### src/rtl/crc_rx_pkg.sv
package crc_rx_pkg;
    localparam int CRC_W = 16;
    localparam logic [CRC_W-1:0] POLY_A = 16'h8005;  // x^16+x^15+x^2+1
    localparam logic [CRC_W-1:0] POLY_B = 16'h1021;  // x^16+x^12+x^5+1

    function automatic logic [CRC_W-1:0] crc_advance(
        input logic [CRC_W-1:0] cur,
        input logic             din,
        input logic             use_a
    );
        logic fb;
        fb = cur[CRC_W-1] ^ din;
        return {cur[CRC_W-2:0], 1'b0} ^ (fb ? (use_a ? POLY_A : POLY_B) : '0);
    endfunction

    function automatic logic [CRC_W-1:0] preset_of(input logic ones);
        return ones ? '1 : '0;
    endfunction
endpackage

### src/rtl/crc_lfsr16.sv
module crc_lfsr16
    import crc_rx_pkg::*;
(
    input  logic             clk,
    input  logic             rst_n,
    input  logic             hunt,
    input  logic             clr,
    input  logic             step,
    input  logic             din,
    input  logic             use_a,
    input  logic             preset_ones,
    output logic [CRC_W-1:0] crc
);
    typedef struct packed {
        logic [CRC_W-1:0] rem;
    } lfsr_state_t;

    lfsr_state_t st_d, st_q;

    always_comb begin
        st_d = st_q;
        if (hunt || clr) begin
            st_d.rem = preset_of(preset_ones);
        end else if (step) begin
            st_d.rem = crc_advance(st_q.rem, din, use_a);
        end
        crc = st_q.rem;
    end

    always_ff @(posedge clk or negedge rst_n) begin
        if (!rst_n) st_q <= '0;
        else        st_q <= st_d;
    end
endmodule

### config.mk
export PLATFORM = sky130hd
export DESIGN_NAME = crc_lfsr16
export DESIGN_NICKNAME = d
export VERILOG_FILES = /design/src/rtl/crc_rx_pkg.sv /design/src/rtl/crc_lfsr16.sv
export SDC_FILE = /design/constraint.sdc
export NUM_CORES = 1
export LEC_CHECK = 0
export ABC_AREA = 0
export BUFFER_PORTS_ARGS = -buffer_cell sky130_fd_sc_hd__buf_2
export CORE_ASPECT_RATIO = 1.1
export CORE_MARGIN = 4
export CORE_UTILIZATION = 44
export CTS_BUF_LIST = sky130_fd_sc_hd__clkbuf_16
export DETAILED_ROUTE_END_ITERATION = 8
export PLACE_DENSITY = 0.77
export SLEW_MARGIN = 25
export SYNTH_ARGS = -nofsm -noshare
export SYNTH_HDL_FRONTEND = slang
export SYNTH_SLANG_ARGS = --single-unit
### constraint.sdc
create_clock -name clk -period 1 [get_ports clk]
set_clock_uncertainty 0.1 [all_clocks]
set_input_delay 0.2 -clock clk [delete_from_list [all_inputs] [get_ports clk]]
set_output_delay 0.2 -clock clk [all_outputs]
set_load 0.02 [all_outputs]
==> flow_metrics.py <==
metrics = {
    "clocking": {
        "clk_latency_ns": 0.24,
        "cts_root_buffer": "clkbuf_16",
        "cts_buffers": 3,
        "cts_tree": "yes",
        "clk_path_buf_depth": 2,
        "cts_sinks": 16,
        "cts_htree_levels": 1,
        "path_clk_slew_ns": 0.05,
    },
    "timing": {
        "drv_slew": 0,
        "slew_headroom_pct": 75.91,
        "tns_ns": -2.272,
        "fmax_ghz": 0.8357,
        "setup_viol": 23,
        "hold_slack_ns": 0.1944,
        "tightest_slew_ns": 0.3613,
        "setup_slack_ns": -0.1965,
        "fin_crit_sh_pct": 119.7,
        "rsz0062_at_grt": "yes",
        "finalCriticalPeriod_ns": 1.197,
        "hold_viol": 0,
    },
    "finish": {
        "layout.nets": 125,
        "largest_reg_flops": 16,
        "antenna-diode-count": 0,
        "design_area_um2": 1343,
        "n_fill_cell": 91,
        "area_growth_syn_to_layout_pct": 68.45,
        "multiInputGateArea_um2": 397.9,
        "seq_area_um2": 401.6,
        "drive_gt1_share_pct": 46.55,
    },
    "drt": {
        "routed_wl_um": 2583,
        "highest_layer": "met4",
        "routed_via_density": 6.060,
        "met3_wirelength_um": 165,
        "drt_pass1_iterations": 4,
        "dr_wl_met2_um": 1276,
        "vias": 806,
        "post-route-drc-count": 0,
        "first_iter_violations": 23,
        "wl_met1_um": 1073,
        "ant_nets": 0,
        "routedWlPerCell_um": 19.42,
    },
    "grt": {
        "grt_max_degree": 18,
        "gr-total-overflow": 0,
        "antenna_found_initial": 0,
        "grt_pass1_vias": 859,
        "grt_use_total_pct": 20.63,
        "grt_pass1_wl_um": 4002,
    },
    "worst_setup_path": {
        "cp-start-kind": "register",
        "crit_fanout": 4,
        "crit_required_ns": 1.07,
        "worstPathArrival_ns": 1.27,
        "crit_type": "register to register",
        "worstSetupEndpointType": "register",
    },
    "placed_design": {
        "hpwlAfterDp_um": 1362,
        "gp_congestion": 0.8236,
        "place_area_um2": 987.2,
        "portBuffers": 23,
    },
    "die": {
        "rows": 15,
        "initial_core_util_pct": 48.81,
        "die_h_um": 52.64,
        "core_um2": 1633,
        "dieArea_um2": 2557,
        "ios": 24,
        "die_w_um": 48.58,
    },
    "synth": {
        "synth_top_family_by_area": "compound AO/OA/AOI/OAI gates",
        "ys_warn_count": 0,
        "synthMuxAreaShare_pct": 13.81,
        "syn_avg_cell_area_um2": 10.92,
        "synthFlopType": "dfrtp_1",
        "yosysUniqueCellTypes": 17,
        "synth_top_area_share_pct": 50.24,
        "synth_nets": 81,
        "synthAdderAreaFrac_pct": 0,
        "synth_top_cell_by_area": "dfrtp_1",
        "synth-edff-count": 0,
        "syn_area_um2": 797.0,
        "syn_inst": 73,
        "synthXorXnorAreaFrac_pct": 3.140,
        "ys_top_cells_by_area": "dfrtp_1 (50%), mux2i_1 (14%), a21oi_1 (7.5%), o2111ai_1 (4.4%), a31oi_1 (3.1%)",
        "ys_seq_area_share_pct": 50.24,
        "synth_most_common_cell": "dfrtp_1",
        "synthTopCellsByCount": "dfrtp_1 (16), a21oi_1 (12), mux2i_1 (11)",
        "async_flop_share_pct": 100.0,
        "synth_compound_area_share_pct": 16.95,
        "synthSimpleGateAreaFrac_pct": 11.15,
        "ys_ff_latch": 16,
    },
    "outcome": {
        "run_status": "finished, violations left",
        "violations": "negative setup slack",
    },
    "power": {
        "ir_drop_mv": 1.657,
        "p_per_area_nw_per_um2": 1613,
        "p_leak_nw": 0.6228,
    },
    "job": {
        "cap_violations": 0,
    },
    "min_path": {
        "hp-class": "primary input to register",
    },
}
==> power by group <==
part	total, mW	internal [mW]	switching [mW]
clock network	0.779	0.530	0.248
logic	0.617	0.315	0.302
registers	0.770	0.709	0.0611
total	2.17	1.55	0.612
==> logic make-up (layout without fill, tap and decap cells) <==
kind of cell	Yosys count	after routing
compound gates	22	22
flops	16	16
simple gates	15	15
mux	11	11
buf+inv	7	50
xor+xnor	2	2
==> per-layer routing <==
layer / vias to the layer above / track usage, %
li1: 357 / -
met1: 396 / 23.63
met2: 44 / 34.57
met3: 9 / 4.558
met4: 0 / 13.45
met5: - / 0
==> worst paths after layout <==
| path | startpoint | to | slack (ns) | cells past startpoint |
|---|---|---|---|---|
| max in group asynchronous | rst_n | crc[15] | 0.22 | 2 |
| setup reg to reg | crc[15] | crc[12] | -0.20 | 3 |
| setup / recovery | crc[15] | crc[12] | -0.20 | 3 |
| min in group asynchronous | rst_n | crc[14] | 0.30 | 2 |
| hold / removal | use_a | crc[15] | 0.19 | 3 |
| hold reg to reg | crc[10] | crc[11] | 0.53 | 2 |
==> through the flow <==
stage          total power, mW  worst slack [ns]  util (%)  instances
6_report                 2.166           -0.1965     82.22        133
5_1_grt                  2.242           -0.2584     82.22        133
4_1_cts                  2.126           -0.1756     80.61        133
3_5_place_dp             1.160           -0.1839     60.46        114
3_3_place_gp             1.149           -0.1655     60.46        114
2_1_floorplan           0.9953           -0.1532         -         73
==> layout by cell type (no fill, tap or decap), drive strengths merged <==
cell	count
buf	43
dfrtp	16
a21oi	12
mux2i	11
nor2b	4
nand4	4
a31oi	4
nand3	4
o2111ai	4
clkbuf	3
nor2	3
inv	2
xnor2	1
xor2	1
o21a	1
a21o	1
clkinv	1
dlygate4sd3	1
==> area by class of cell <==
| cell class | count | share of cell area [%] |
|---|---|---|
| clock buffers | 3 | 5.592 |
| well taps | 17 | 1.584 |
| multi-input cells | 50 | 29.64 |
| repair buffers | 44 | 32.43 |
| flip-flops and latches | 16 | 29.92 |
| inverters | 2 | 0.5592 |
| clock inverters | 1 | 0.2796 |
==> worst max-delay path, stage by stage (launching register included) <==
cell	delay [ns]
dfrtp_2	0.47
xor2_2	0.29
nand4_1	0.15
nand3_1	0.12
==> what timing repair did <==
item                       4_1_cts  5_1_grt
pin swaps                        4        5
gates resized for setup         37        7
hold endpoints to repair        16        0
buffers inserted                14        0
hold buffers                     1        0
setup endpoints to repair       21       27
(Power assumes the default switching activity.)
